`src/rtl/ecc_codec_pkg.sv`:
```
package ecc_codec_pkg;
  localparam int CODE_W    = 10;
  localparam int NUM_CODES = 8;
  localparam int WORD_W    = 32;
  localparam int HALF_OFS  = 16;
  localparam int BYTE_W    = 8;
  localparam int STREAM_W  = CODE_W * NUM_CODES;
  localparam int NUM_BYTES = STREAM_W / BYTE_W;
  localparam int IDX_W     = $clog2(NUM_CODES);

  // Two code values held in one raw word, lower half first.
  function automatic logic [2*CODE_W-1:0] word_fields(input logic [WORD_W-1:0] w);
    return {w[HALF_OFS +: CODE_W], w[0 +: CODE_W]};
  endfunction

  // Code value k out of the little-endian packed stream.
  function automatic logic [CODE_W-1:0] pick_code(input logic [STREAM_W-1:0] s,
                                                  input logic [IDX_W-1:0] k);
    return s[int'(k)*CODE_W +: CODE_W];
  endfunction
endpackage

```
`src/rtl/erase_detect.sv`:
```
module erase_detect
  import ecc_codec_pkg::*;
(
  input  logic              clk,
  input  logic              rst,
  input  logic              byte_fire,
  input  logic              frame_end,
  input  logic [BYTE_W-1:0] byte_i,
  output logic              all_ones
);
  logic tracked_q;

  assign all_ones = tracked_q & (byte_i == {BYTE_W{1'b1}});

  always_ff @(posedge clk) begin
    if (rst) begin
      tracked_q <= 1'b1;
    end else if (byte_fire) begin
      tracked_q <= frame_end ? 1'b1 : all_ones;
    end
  end
endmodule

```
`src/rtl/ecc_pack_tx.sv`:
```
module ecc_pack_tx
  import ecc_codec_pkg::*;
#(
  parameter int WORDS_PER_GROUP = 2
) (
  input  logic              clk,
  input  logic              rst,
  input  logic [WORD_W-1:0] word_i,
  input  logic              word_valid,
  output logic              word_ready,
  output logic [BYTE_W-1:0] byte_o,
  output logic              byte_valid,
  input  logic              byte_ready,
  output logic              byte_last
);
  localparam int GROUP_BITS  = WORDS_PER_GROUP * 2 * CODE_W;
  localparam int GROUP_BYTES = GROUP_BITS / BYTE_W;
  localparam int NUM_GROUPS  = NUM_CODES / (2 * WORDS_PER_GROUP);
  localparam int WI_W        = (WORDS_PER_GROUP > 1) ? $clog2(WORDS_PER_GROUP) : 1;
  localparam int BI_W        = $clog2(GROUP_BYTES);
  localparam int GI_W        = (NUM_GROUPS > 1) ? $clog2(NUM_GROUPS) : 1;

  logic                  sending_q;
  logic [WI_W-1:0]       word_idx_q;
  logic [BI_W-1:0]       byte_idx_q;
  logic [GI_W-1:0]       group_idx_q;
  logic [GROUP_BITS-1:0] group_q;
  logic                  word_fire;
  logic                  byte_fire;
  logic                  group_end;

  assign word_ready = !sending_q;
  assign byte_valid = sending_q;
  assign byte_o     = group_q[BYTE_W-1:0];
  assign word_fire  = word_valid && word_ready;
  assign byte_fire  = byte_valid && byte_ready;
  assign group_end  = byte_idx_q == BI_W'(GROUP_BYTES - 1);
  assign byte_last  = sending_q && group_end && (group_idx_q == GI_W'(NUM_GROUPS - 1));

  always_ff @(posedge clk) begin
    if (rst) begin
      sending_q   <= 1'b0;
      word_idx_q  <= '0;
      byte_idx_q  <= '0;
      group_idx_q <= '0;
      group_q     <= '0;
    end else begin
      if (word_fire) begin
        group_q[int'(word_idx_q)*2*CODE_W +: 2*CODE_W] <= word_fields(word_i);
        if (word_idx_q == WI_W'(WORDS_PER_GROUP - 1)) begin
          word_idx_q <= '0;
          sending_q  <= 1'b1;
        end else begin
          word_idx_q <= word_idx_q + 1'b1;
        end
      end
      if (byte_fire) begin
        group_q <= group_q >> BYTE_W;
        if (group_end) begin
          byte_idx_q <= '0;
          sending_q  <= 1'b0;
          group_idx_q <= (group_idx_q == GI_W'(NUM_GROUPS - 1)) ? '0 : group_idx_q + 1'b1;
        end else begin
          byte_idx_q <= byte_idx_q + 1'b1;
        end
      end
    end
  end

  AST_BYTE_HOLD: assert property (@(posedge clk) disable iff (rst)
    byte_valid && !byte_ready |=> byte_valid && $stable(byte_o)) else $error("byte hold");
  AST_NO_WORD_WHILE_SEND: assert property (@(posedge clk) disable iff (rst)
    byte_valid |-> !word_ready) else $error("word while send");
  AST_LAST_NEEDS_VALID: assert property (@(posedge clk) disable iff (rst)
    byte_last |-> byte_valid) else $error("last without valid");
  AST_LAST_ENDS_FRAME: assert property (@(posedge clk) disable iff (rst)
    byte_last && byte_ready |=> !byte_valid && word_ready) else $error("last not final");
endmodule

```
`src/rtl/ecc_unpack_rx.sv`:
```
module ecc_unpack_rx
  import ecc_codec_pkg::*;
(
  input  logic              clk,
  input  logic              rst,
  input  logic [BYTE_W-1:0] byte_i,
  input  logic              byte_valid,
  output logic              byte_ready,
  output logic [CODE_W-1:0] ld_code,
  output logic [IDX_W-1:0]  ld_index,
  output logic              ld_valid,
  input  logic              ld_ready,
  output logic              frame_done,
  output logic              frame_erased
);
  localparam int CNT_W = $clog2(NUM_BYTES);

  logic                emitting_q;
  logic [CNT_W-1:0]    cnt_q;
  logic [STREAM_W-1:0] stream_q;
  logic [IDX_W-1:0]    idx_q;
  logic                done_q;
  logic                erased_q;
  logic                byte_fire;
  logic                ld_fire;
  logic                frame_end;
  logic                erased_now;

  assign byte_ready   = !emitting_q;
  assign byte_fire    = byte_valid && byte_ready;
  assign ld_valid     = emitting_q;
  assign ld_fire      = ld_valid && ld_ready;
  assign ld_index     = idx_q;
  assign ld_code      = pick_code(stream_q, idx_q);
  assign frame_end    = cnt_q == CNT_W'(NUM_BYTES - 1);
  assign frame_done   = done_q;
  assign frame_erased = done_q && erased_q;

  erase_detect u_det (
    .clk       (clk),
    .rst       (rst),
    .byte_fire (byte_fire),
    .frame_end (frame_end),
    .byte_i    (byte_i),
    .all_ones  (erased_now)
  );

  always_ff @(posedge clk) begin
    if (rst) begin
      emitting_q <= 1'b0;
      cnt_q      <= '0;
      stream_q   <= '0;
      idx_q      <= '0;
      done_q     <= 1'b0;
      erased_q   <= 1'b0;
    end else begin
      done_q <= 1'b0;
      if (byte_fire) begin
        stream_q <= {byte_i, stream_q[STREAM_W-1:BYTE_W]};
        if (frame_end) begin
          cnt_q    <= '0;
          done_q   <= 1'b1;
          erased_q <= erased_now;
          if (!erased_now) begin
            emitting_q <= 1'b1;
            idx_q      <= IDX_W'(NUM_CODES - 1);
          end
        end else begin
          cnt_q <= cnt_q + 1'b1;
        end
      end
      if (ld_fire) begin
        if (idx_q == '0) emitting_q <= 1'b0;
        else             idx_q      <= idx_q - 1'b1;
      end
    end
  end

  AST_DONE_PULSE: assert property (@(posedge clk) disable iff (rst)
    frame_done |=> !frame_done) else $error("done not a pulse");
  AST_ERASED_NO_LOAD: assert property (@(posedge clk) disable iff (rst)
    frame_erased |-> !ld_valid && byte_ready) else $error("erased frame loads");
  AST_FIRST_INDEX: assert property (@(posedge clk) disable iff (rst)
    $rose(ld_valid) |-> ld_index == IDX_W'(NUM_CODES - 1)) else $error("first index");
  AST_DESCEND: assert property (@(posedge clk) disable iff (rst)
    ld_fire && ld_index != '0 |=> ld_valid && ld_index == $past(ld_index) - 1'b1) else $error("index order");
  AST_LOAD_HOLD: assert property (@(posedge clk) disable iff (rst)
    ld_valid && !ld_ready |=> ld_valid && $stable(ld_code) && $stable(ld_index)) else $error("load hold");
  AST_RX_BLOCKED: assert property (@(posedge clk) disable iff (rst)
    ld_valid |-> !byte_ready) else $error("rx not blocked");
endmodule

```
`src/rtl/ecc_spare_codec.sv`:
```
module ecc_spare_codec
  import ecc_codec_pkg::*;
(
  input  logic        clk,
  input  logic        rst,
  input  logic [31:0] wr_word,
  input  logic        wr_word_valid,
  output logic        wr_word_ready,
  output logic [7:0]  wr_byte,
  output logic        wr_byte_valid,
  input  logic        wr_byte_ready,
  output logic        wr_byte_last,
  input  logic [7:0]  rd_byte,
  input  logic        rd_byte_valid,
  output logic        rd_byte_ready,
  output logic [9:0]  ld_code,
  output logic [2:0]  ld_index,
  output logic        ld_valid,
  input  logic        ld_ready,
  output logic        rd_done,
  output logic        rd_erased
);
  ecc_pack_tx #(.WORDS_PER_GROUP(2)) u_tx (
    .clk        (clk),
    .rst        (rst),
    .word_i     (wr_word),
    .word_valid (wr_word_valid),
    .word_ready (wr_word_ready),
    .byte_o     (wr_byte),
    .byte_valid (wr_byte_valid),
    .byte_ready (wr_byte_ready),
    .byte_last  (wr_byte_last)
  );

  ecc_unpack_rx u_rx (
    .clk          (clk),
    .rst          (rst),
    .byte_i       (rd_byte),
    .byte_valid   (rd_byte_valid),
    .byte_ready   (rd_byte_ready),
    .ld_code      (ld_code),
    .ld_index     (ld_index),
    .ld_valid     (ld_valid),
    .ld_ready     (ld_ready),
    .frame_done   (rd_done),
    .frame_erased (rd_erased)
  );

  AST_RESET_IDLE: assert property (@(posedge clk)
    $past(rst) |-> wr_word_ready && rd_byte_ready && !wr_byte_valid && !ld_valid) else $error("reset idle");
endmodule

```
`config.mk`:
```
export PLATFORM = sky130hd
export DESIGN_NAME = ecc_spare_codec
export DESIGN_NICKNAME = d
export VERILOG_FILES = /design/src/rtl/ecc_codec_pkg.sv /design/src/rtl/erase_detect.sv /design/src/rtl/ecc_pack_tx.sv /design/src/rtl/ecc_unpack_rx.sv /design/src/rtl/ecc_spare_codec.sv
export SDC_FILE = /design/constraint.sdc
export NUM_CORES = 1
export LEC_CHECK = 0
export ABC_AREA = 1
export CORE_ASPECT_RATIO = 1.75
export CORE_UTILIZATION = 30
export CTS_CLUSTER_SIZE = 25
export DETAILED_ROUTE_END_ITERATION = 16
export PLACE_DENSITY_LB_ADDON = 0.2
export SLEW_MARGIN = 20
export SYNTH_ARGS = -nofsm -noshare
export SYNTH_HDL_FRONTEND = slang
export SYNTH_SLANG_ARGS = --single-unit
```
`constraint.sdc`:
```
create_clock -name clk -period 1.55 [get_ports clk]
set_clock_uncertainty 0.2 [all_clocks]
set_input_delay 0.31 -clock clk [delete_from_list [all_inputs] [get_ports clk]]
set_output_delay 0.31 -clock clk [all_outputs]
set_load 0.03 [all_outputs]
```
=== Word-level counts from Yosys, hierarchy flattened ===
Cells that the tools add are included.

* Flip-flop bits (word level): 137
* Input bits: 46
* Output and inout bits: 28
* Logic and storage cells: 67

* Add/subtract/negate cells: 6
* $mul: 2
* Equal/unequal tests: 3
* Shifts and indexed selects: 3
* Muxes and demuxes: 23
* Bitwise operators: 2
* Reductions and logical operators: 15

{| class="wikitable"
|+ Operators by type and width
! cell !! count
|-
| $shiftx A80 B32 Y10 || 1
|-
| $mux W32 || 2
|-
| $bwmux W40 || 1
|-
| $shift A20 B33 Y40 const A || 1
|-
| $shiftx A20 B33 Y40 || 1
|-
| $neg A32 Y33 || 1
|-
| $mux W3 || 6
|-
| $mux W1 || 13
|-
| $eq A8 B8 Y1 const B || 1
|-
| $logic_and A1 B1 Y1 || 7
|-
| $mul A3 B3 Y6 const B || 1
|-
| $add A4 B1 Y4 const B || 1
|-
| $eq A4 B4 Y1 const B || 1
|-
| $mul A1 B3 Y4 const B || 1
|-
| $mux W4 || 1
|-
| $reduce_and A2 Y1 || 2
|-
| $reduce_or A2 Y1 || 2
|-
| $add A3 B1 Y3 const B || 1
|-
| $eq A3 B3 Y1 const B || 1
|-
| $logic_not A3 Y1 || 1
|-
| $sub A3 B1 Y3 const B || 1
|-
| $add A1 B1 Y1 const B || 2
|-
| $logic_not A1 Y1 || 2
|-
| $reduce_bool A2 Y1 || 1
|-
| other kinds (2) || 2
|}

=== Logic depth before layout (Yosys ltp) ===
Gate-level depths: netlist (run 1).

* Word-level depth: 7
* Gate-level depth with buffers: 8
* Depth with buffers taken out: 7

=== Modules after synthesis ===
Synthesis (run 1) repeated with hierarchy kept, for this count alone.

* Cell total of the unflattened synthesis: 966
* Area, all modules: 6403.6 µm²

{| class="wikitable"
|+ Modules (own cells, without submodules)
! module !! times used !! cells each !! area an instance (µm²) !! seq. area each (µm²)
|-
| ecc_unpack_rx || 1 || 555 || 3920.0 || 1801.7
|-
| ecc_pack_tx || 1 || 394 || 2401.1 || 920.9
|-
| erase_detect || 1 || 17 || 82.6 || 20.0
|}

=== Least setup slack after synthesis (run 1) ===
Ideal clock, no wire load.

* Path type: register to output
* Start point: register u_tx.sending_q, in the netlist u_tx.byte_valid
* End point: output wr_byte_last
* Arrival: 1457 ps
* Required time: 1040 ps
* Slack: -417 ps
* Stages on the path, launching flop included: 3
* Path buffers: 0
* Cell sequence: dfxtp_1 -> inv_2 -> nor3_1

* Word-level cells in the longest chain between the ends: 2

{| class="wikitable"
|+ Ends and longest elaborated chain
! what !! RTL line !! text
|-
| start, declared || ecc_pack_tx.sv:23 || <nowiki>logic sending_q;</nowiki>
|-
| start signal, assigned || ecc_pack_tx.sv:42 || <nowiki>sending_q <= 1'b0;</nowiki>
|-
| start signal, assigned || ecc_pack_tx.sv:52 || <nowiki>sending_q <= 1'b1;</nowiki>
|-
| start signal, assigned || ecc_pack_tx.sv:61 || <nowiki>sending_q <= 1'b0;</nowiki>
|-
| $logic_and A1 B1 Y1 (2 in a row) || ecc_pack_tx.sv:38 || <nowiki>assign byte_last = sending_q && group_end && (group_idx_q == GI_W'(NUM_GROUPS - 1));</nowiki>
|-
| end, declared || ecc_spare_codec.sv:12 || <nowiki>output logic wr_byte_last,</nowiki>
|}

Every way passes these cells.

=== Final worst setup path (run 1) ===
* Start point: register u_rx.idx_q[0], in the netlist u_rx.ld_index[0]
* End point: output ld_code[7]

* Word-level cells in the longest chain between the ends: 2

{| class="wikitable"
|+ Ends and longest elaborated chain
! what !! RTL line !! text
|-
| start, declared || ecc_unpack_rx.sv:21 || <nowiki>logic [IDX_W-1:0] idx_q;</nowiki>
|-
| start signal, assigned || ecc_unpack_rx.sv:66 || <nowiki>idx_q <= IDX_W'(NUM_CODES - 1);</nowiki>
|-
| start signal, assigned || ecc_unpack_rx.sv:74 || <nowiki>else idx_q <= idx_q - 1'b1;</nowiki>
|-
| $mul A3 B3 Y6 || ecc_codec_pkg.sv:19 || <nowiki>return s[int'(k)*CODE_W +: CODE_W];</nowiki>
|-
| $shiftx A80 B32 Y10 || ecc_codec_pkg.sv:19 ||
|-
| end, declared || ecc_spare_codec.sv:16 || <nowiki>output logic [9:0] ld_code,</nowiki>
|}

Every way passes these cells.

==> results of run 1 <==
stage by stage:
stage / power (W) / cell area [µm²] / worst slack [ns] / TNS [ns] / hold WS [ns]
after detailed placement: 0.00513 / 7300 / -0.364 / -32.89 / 0.261
after CTS: 0.00956 / 8200 / -0.676 / -6.98 / 0.276
after floorplan: 0.00462 / 6000 / -0.0633 / -0.535 / 0.235
after global routing: 0.00993 / 8540 / -0.734 / -8.03 / 0.303
after global placement: 0.00512 / 7300 / -0.321 / -31.23 / 0.249
final: 0.00956 / 8540 / -0.680 / -6.85 / 0.272
cell usage after synthesis, drive strengths merged:
cell type,n,area share (%)
nor2,205,13
o21ai,158,14
dfxtp,137,47
nand2,104,6.9
a31oi,35,3.7
clkbuf,34,2.2
buf,33,3.5
inv,28,1.8
nand3,28,2.4
a21oi,20,1.7
o22ai,18,1.9
ha,4,0.86
nor3,4,0.34
xor2,3,0.45
a211oi,1,0.13
nor3b,1,0.13
worst max-delay path by stage:
stage	end	slack [ns]	cells after the start
6_report	ld_code[7]	-0.68	7
5_1_grt	ld_code[0]	-0.73	7
4_1_cts	ld_code[9]	-0.68	8
3_5_place_dp	u_tx.group_q[22]$_SDFFE_PP0P_	-0.36	6
3_3_place_gp	u_tx.group_q[25]$_SDFFE_PP0P_	-0.32	6
2_1_floorplan	ld_code[3]	-0.06	7
flip-flops by register name (all words and copies together), names as in the netlist, 3 cells and up:
register and flops:
u_tx.byte_idx_q 3, u_rx.cnt_q 4, u_tx.group_q 40, u_rx.ld_index 3, u_rx.stream_q 80
per-layer routing:
metal  up-vias  share of wire [%]  global-route usage (%)
met5         -                  0                       0
met4         0                3.1                    8.75
met3        37                2.5                    3.74
met2       101                 56                    34.4
met1      2699                 38                    18.7
li1       2939                  -                       -
power breakdown:
group | switching [W] | internal (W)
Clock | 0.00158 | 0.00281
Sequential | 0.000165 | 0.00376
Combinational | 0.000660 | 0.000584
kinds of logic (layout without fill, tap and decap cells):
kind of cell    Yosys count  in the layout  share of synthesized area (%)
compound gates          232            232                           21.1
fa+ha+maj                 4              4                          0.857
simple gates            342            342                           23.2
buf+inv                  95            227                           7.46
flops                   137            137                           47.0
xor+xnor                  3              3                          0.450
worst register-to-register path, cell delays in order, from the launching register on:
cell and delay [ns]:
dfxtp_4 0.45, inv_8 0.07, buf_4 0.17, ha_4 0.17
nand2_4 0.07, nand3_4 0.13, o21ai_2 0.16, a31oi_1 0.04
layout make-up:
type | instances | area share, %
multi-input cells | 581 | 34.9
flip-flops and latches | 137 | 32.3
repair buffers | 167 | 20.3
clock buffers | 21 | 5.51
well taps | 241 | 3.53
clock inverters | 11 | 1.98
inverters | 28 | 1.44
what timing repair did:
action / 4_1_cts / 5_1_grt
endpoints found under the setup margin: 27 / 20
resized for setup: 97 / 51
buffers inserted: 5 / 8
cloned: 0 / 4
pin swaps: 14 / 22
==> results.toml, run 1 <==
[outcome]
status = "complete, but fails checks"
violations = "negative setup slack"

[finish]
drive_above_1_share_pct = 26.0
multi_input_area_um2 = 2980
seqCellArea_um2 = 2760
fin_cells = 1186
final_common_cell = "nor2_1"
fillers = 1980
diodes = 0
mostFrequentLayoutCells = "nor2_1, dfxtp_1, o21ai_0"
syn2layout_area_growth_pct = 46.2
nNetsFinal = 982
final_core_util_pct = 44.7

[global_routing]
antenna_found_initial = 0
grt-ovfl-total = 0
grt.total_usage_pct = 18.3
grt_pass1_vias = 5729
grt_pass1_wl_mm = 28.5
grt_max_degree = 63

[flow_run]
maxCapViolations = 0

[routing]
vias_per_cell = 4.87
drt_iter0_markers = 286
firstDrtPassIters = 4
vias = 5776
post-route-drc-count = 0
antenna_left = 0
wl_mm = 17.9
post_drt_wl_per_cell_um = 15.1

[placed_design]
finalWeightedCongestion = 0.819
dp_hpwl_mm = 12.1
portBuffers = 61
place_inst = 1137

[sta]
rsz0062_at_grt = "true"
slew_viol_final = 0
fin_crit_ns = 2.23
hold_viol = 0
worstMarginPinSlew_ns = 0.305
max_freq_mhz = 448
min_period_over_period_pct = 144
maxSlewHeadroom_pct = 79.6
setup_viol = 16
fin_ws_ns = -0.680

[setup_path]
crit_family = "flip-flops"
crit_slowest_cell = "dfxtp_4"
path_max_fanout = 6
cp_cell_sequence = "buf_12 -> clkbuf_16 -> o21ai_0 -> o22ai_2 -> nand2_2 -> nand2_4 -> buf_6"
cp.arrival_ns = 1.72
crit_required_ns = 1.04
startpoint = "u_rx.ld_index[0]$_SDFF_PP0_"
reg2reg_from = "u_rx.ld_index[0]$_SDFF_PP0_"
r2r_cells = 7
rrSetupSlack_ns = -0.01
worstSetupPathType = "register to output port"
cpPeakStageDelay_ns = 0.45
rr_endpoint = "u_rx.ld_index[1]$_SDFF_PP0_"
worst_setup_path_end_kind = "output port"
start_kind = "register"
path_buf_inv = 3

[clock_network]
clock_latency_ns = 0.43
clock-root-buffer = "clkbuf_16"
cts_hold_buf = 0
ctsLongestPathBuffers = 2
cts_sinks = 137
cts_tree = "built"
clk_pin_slew_ns = 0.06
cts_buffers = 17
htreeDepth = 4

[power_and_ir_drop]
cellLeakagePower_nw = 3.53
p_per_area_nw_per_um2 = 1120
vdd_drop_max_mv = 0.645

[die]
io_pins = 74
die_h_um = 187
row_count = 67
die_area_um2 = 20100
start_util_pct = 30.6
die-width_um = 107
coreArea_um2 = 19100

[worst_hold_path]
hp-class = "register to register"
min_from = "u_rx.u_det.tracked_q$_SDFFE_PP1P_"
holdPathStages = 2
min_to = "u_rx.u_det.tracked_q$_SDFFE_PP1P_"

[logic_synthesis]
yosysUniqueCellTypes = 24
ys_seq_elements = 137
avgSynthCellArea_um2 = 7.18
yosysWarnings = 0
synth-seq-area-share_pct = 47.0
synth_area_um2 = 5840
postSynthCellCount = 813
synth_nets = 863
No activity file was read; power rests on OpenSTA's default activity.
==> run 2: changes to the inputs <==
--- a/config.mk
+++ b/config.mk
@@ -7,7 +7,7 @@
 export LEC_CHECK = 0
 export ABC_AREA = 1
 export CORE_ASPECT_RATIO = 1.75
-export CORE_UTILIZATION = 30
+export CORE_UTILIZATION = 40
 export CTS_CLUSTER_SIZE = 25
 export DETAILED_ROUTE_END_ITERATION = 16
 export PLACE_DENSITY_LB_ADDON = 0.2
==> run 2 against run 1 <==
The run still ends with negative setup slack left. Die area shrank 25%. Sequential share of layout area up 2.4 points. Global-route usage up 3.6 points. Flip-flop and latch count did not move. Worst hold slack worse by 0.0041 ns. First-iteration DRC count up 2.1%. Critical path depth is the same. Non-clock buffer count shrank 40. Combinational power decreased by 15%.
==> results.toml, run 2 (same netlist as run 1, synthesis figures left out) <==
[routing]
antenna_left = 0
post-route-drc-count = 0
post_drt_wl_per_cell_um = 14.7
vias_per_cell = 5.29
firstDrtPassIters = 5
wl_mm = 16.0
vias = 5737
drt_iter0_markers = 292

[die]
row_count = 58
die_h_um = 162
start_util_pct = 40.9
die-width_um = 93.3
io_pins = 74
coreArea_um2 = 14300
die_area_um2 = 15100

[finish]
nNetsFinal = 942
fin_cells = 1085
largest_reg_flops = 80
final_common_cell = "nor2_1"
syn2layout_area_growth_pct = 35.9
fillers = 1357
drive_above_1_share_pct = 20.6
mostFrequentLayoutCells = "nor2_1, dfxtp_1, o21ai_0"
diodes = 0
reg_top3 = "u_rx.stream_q: 80 flops, u_tx.group_q: 40 flops, u_rx.cnt_q: 4 flops"
largest_register = "u_rx.stream_q"

[setup_path]
r2r_cells = 8
start_kind = "register"
cpPeakStageDelay_ns = 0.42
path_max_fanout = 5
cp_cell_sequence = "buf_12 -> clkbuf_16 -> nor2_1 -> o22ai_1 -> nand2_1 -> nand2_4 -> buf_6"
cp.arrival_ns = 1.68
worstSetupPathType = "register to output port"
crit_required_ns = 1.04
worst_setup_path_end_kind = "output port"
crit_slowest_cell = "dfxtp_4"

[sta]
worstMarginPinSlew_ns = 0.343
fin_ws_ns = -0.637
maxSlewHeadroom_pct = 76.9
final.setup.tns_ns = -6.77
max_freq_mhz = 457
hold_viol = 0
min_period_over_period_pct = 141
slew_viol_final = 0
fin_crit_ns = 2.19
rsz0062_at_grt = "true"
setup_viol = 17

[clock_network]
clock_latency_ns = 0.42
clock-root-buffer = "clkbuf_16"
ctsLongestPathBuffers = 2
cts_buffers = 17
clk_pin_slew_ns = 0.06
htreeDepth = 4
cts_sinks = 137
cts_tree = "built"

[power_and_ir_drop]
swShare_pct = 27.4
p_per_area_nw_per_um2 = 1110
total_switching_power_w = 0.00240
cellLeakagePower_nw = 3.24
intPower_w = 0.00638
combinationalPowerShare_pct = 12.0
p_clk_share_pct = 43.5
vdd_drop_max_mv = 0.601
seqPwrFrac_pct = 44.5

[outcome]
violations = "negative setup slack"
status = "complete, but fails checks"

[placed_design]
finalWeightedCongestion = 0.954
portBuffers = 61
place_inst = 1039
dp_slack_ns = -0.472
dp_hpwl_mm = 10.3

[global_routing]
grt.total_usage_pct = 21.9
grt_max_degree = 82
antenna_found_initial = 0
grt-ovfl-total = 0
grt_pass1_vias = 5474
grt_pass1_wl_mm = 26.0

[flow_run]
maxCapViolations = 0

[worst_hold_path]
hp-class = "register to register"
holdPathStages = 2
## run 2: cell count changes in the layout (fill, tap and decap cells not counted), moves of 6 or more
cell,previous run,this run
buf_4,80,45
nor2_1,188,196
nor2_2,14,6
buf_12,17,11
inv_6,1,7
o21ai_0,99,105
## run 2: cell type report
type	instances	area, µm²	share of cell area, %
Multi-Input combinational cell	581	2890	36.4
Sequential cell	137	2760	34.8
Timing Repair Buffer	127	1380	17.4
Clock buffer	19	453	5.71
Tap cell	180	225	2.84
Inverter	28	123	1.54
Clock inverter	13	110	1.39
## run 2: power by group through the flow
stage,combinational (W),clock [W],sequential (W)
detailed placement,0.00102,0,0.00398
global route,0.00117,0.00406,0.00393
CTS,0.00103,0.00390,0.00390
global placement,0.000999,0,0.00397
finish,0.00105,0.00382,0.00391
floorplan,0.000681,0,0.00394
## run 2: per-layer routing
metal  up-vias  share of wire (%)  track usage [%]
met5         -                  0                0
met4         0                3.0             10.5
met3        36                4.1             3.75
met2       157                 53             40.1
met1      2685                 40             23.9
li1       2859                  -                -
## run 2: per-stage QoR
step | hold slack (ns) | power, W | area [µm²] | utilization [%]
floorplan | 0.235 | 0.00462 | 6000 | -
global placement | 0.251 | 0.00497 | 6900 | 48.2
detailed placement | 0.262 | 0.00500 | 6900 | 48.2
CTS | 0.255 | 0.00883 | 7610 | 53.3
global route | 0.296 | 0.00916 | 7940 | 55.5
finish | 0.268 | 0.00878 | 7940 | 55.5
## run 2: worst paths after layout
path	slack (ns)	end	from
min	0.27	u_rx.stream_q[37]$_SDFFE_PP0P_	u_rx.stream_q[45]$_SDFFE_PP0P_
max	-0.64	ld_code[4]	u_rx.ld_index[0]$_SDFF_PP0_
min reg2reg	0.27	u_rx.stream_q[37]$_SDFFE_PP0P_	u_rx.stream_q[45]$_SDFFE_PP0P_
max reg2reg	-0.07	u_rx.ld_index[0]$_SDFF_PP0_	u_rx.ld_index[0]$_SDFF_PP0_
## run 2: repair_timing
action / 4_1_cts / 5_1_grt
resized for setup: 57 / 69
gates cloned: 2 / 3
setup endpoints to repair: 33 / 27
pin swaps: 10 / 20
setup buffers: 3 / 7
hold buffers: 0 / 0
## run 2: worst max-delay path, delay by kind of cell, from the launching register on
kind,cells,cell delay [ns]
compound gates,1,0.17
buf+inv,3,0.42
flops,1,0.42
simple gates,3,0.25
==> run 3: changes to the inputs <==
--- a/config.mk
+++ b/config.mk
@@ -6,6 +6,7 @@
 export NUM_CORES = 1
 export LEC_CHECK = 0
 export ABC_AREA = 1
+export CAP_MARGIN = 20
 export CORE_ASPECT_RATIO = 1.75
 export CORE_UTILIZATION = 40
 export CTS_CLUSTER_SIZE = 25
==> results of run 3 <==
Same layout as run 2: the final DEF is identical, and so are final timing and power.
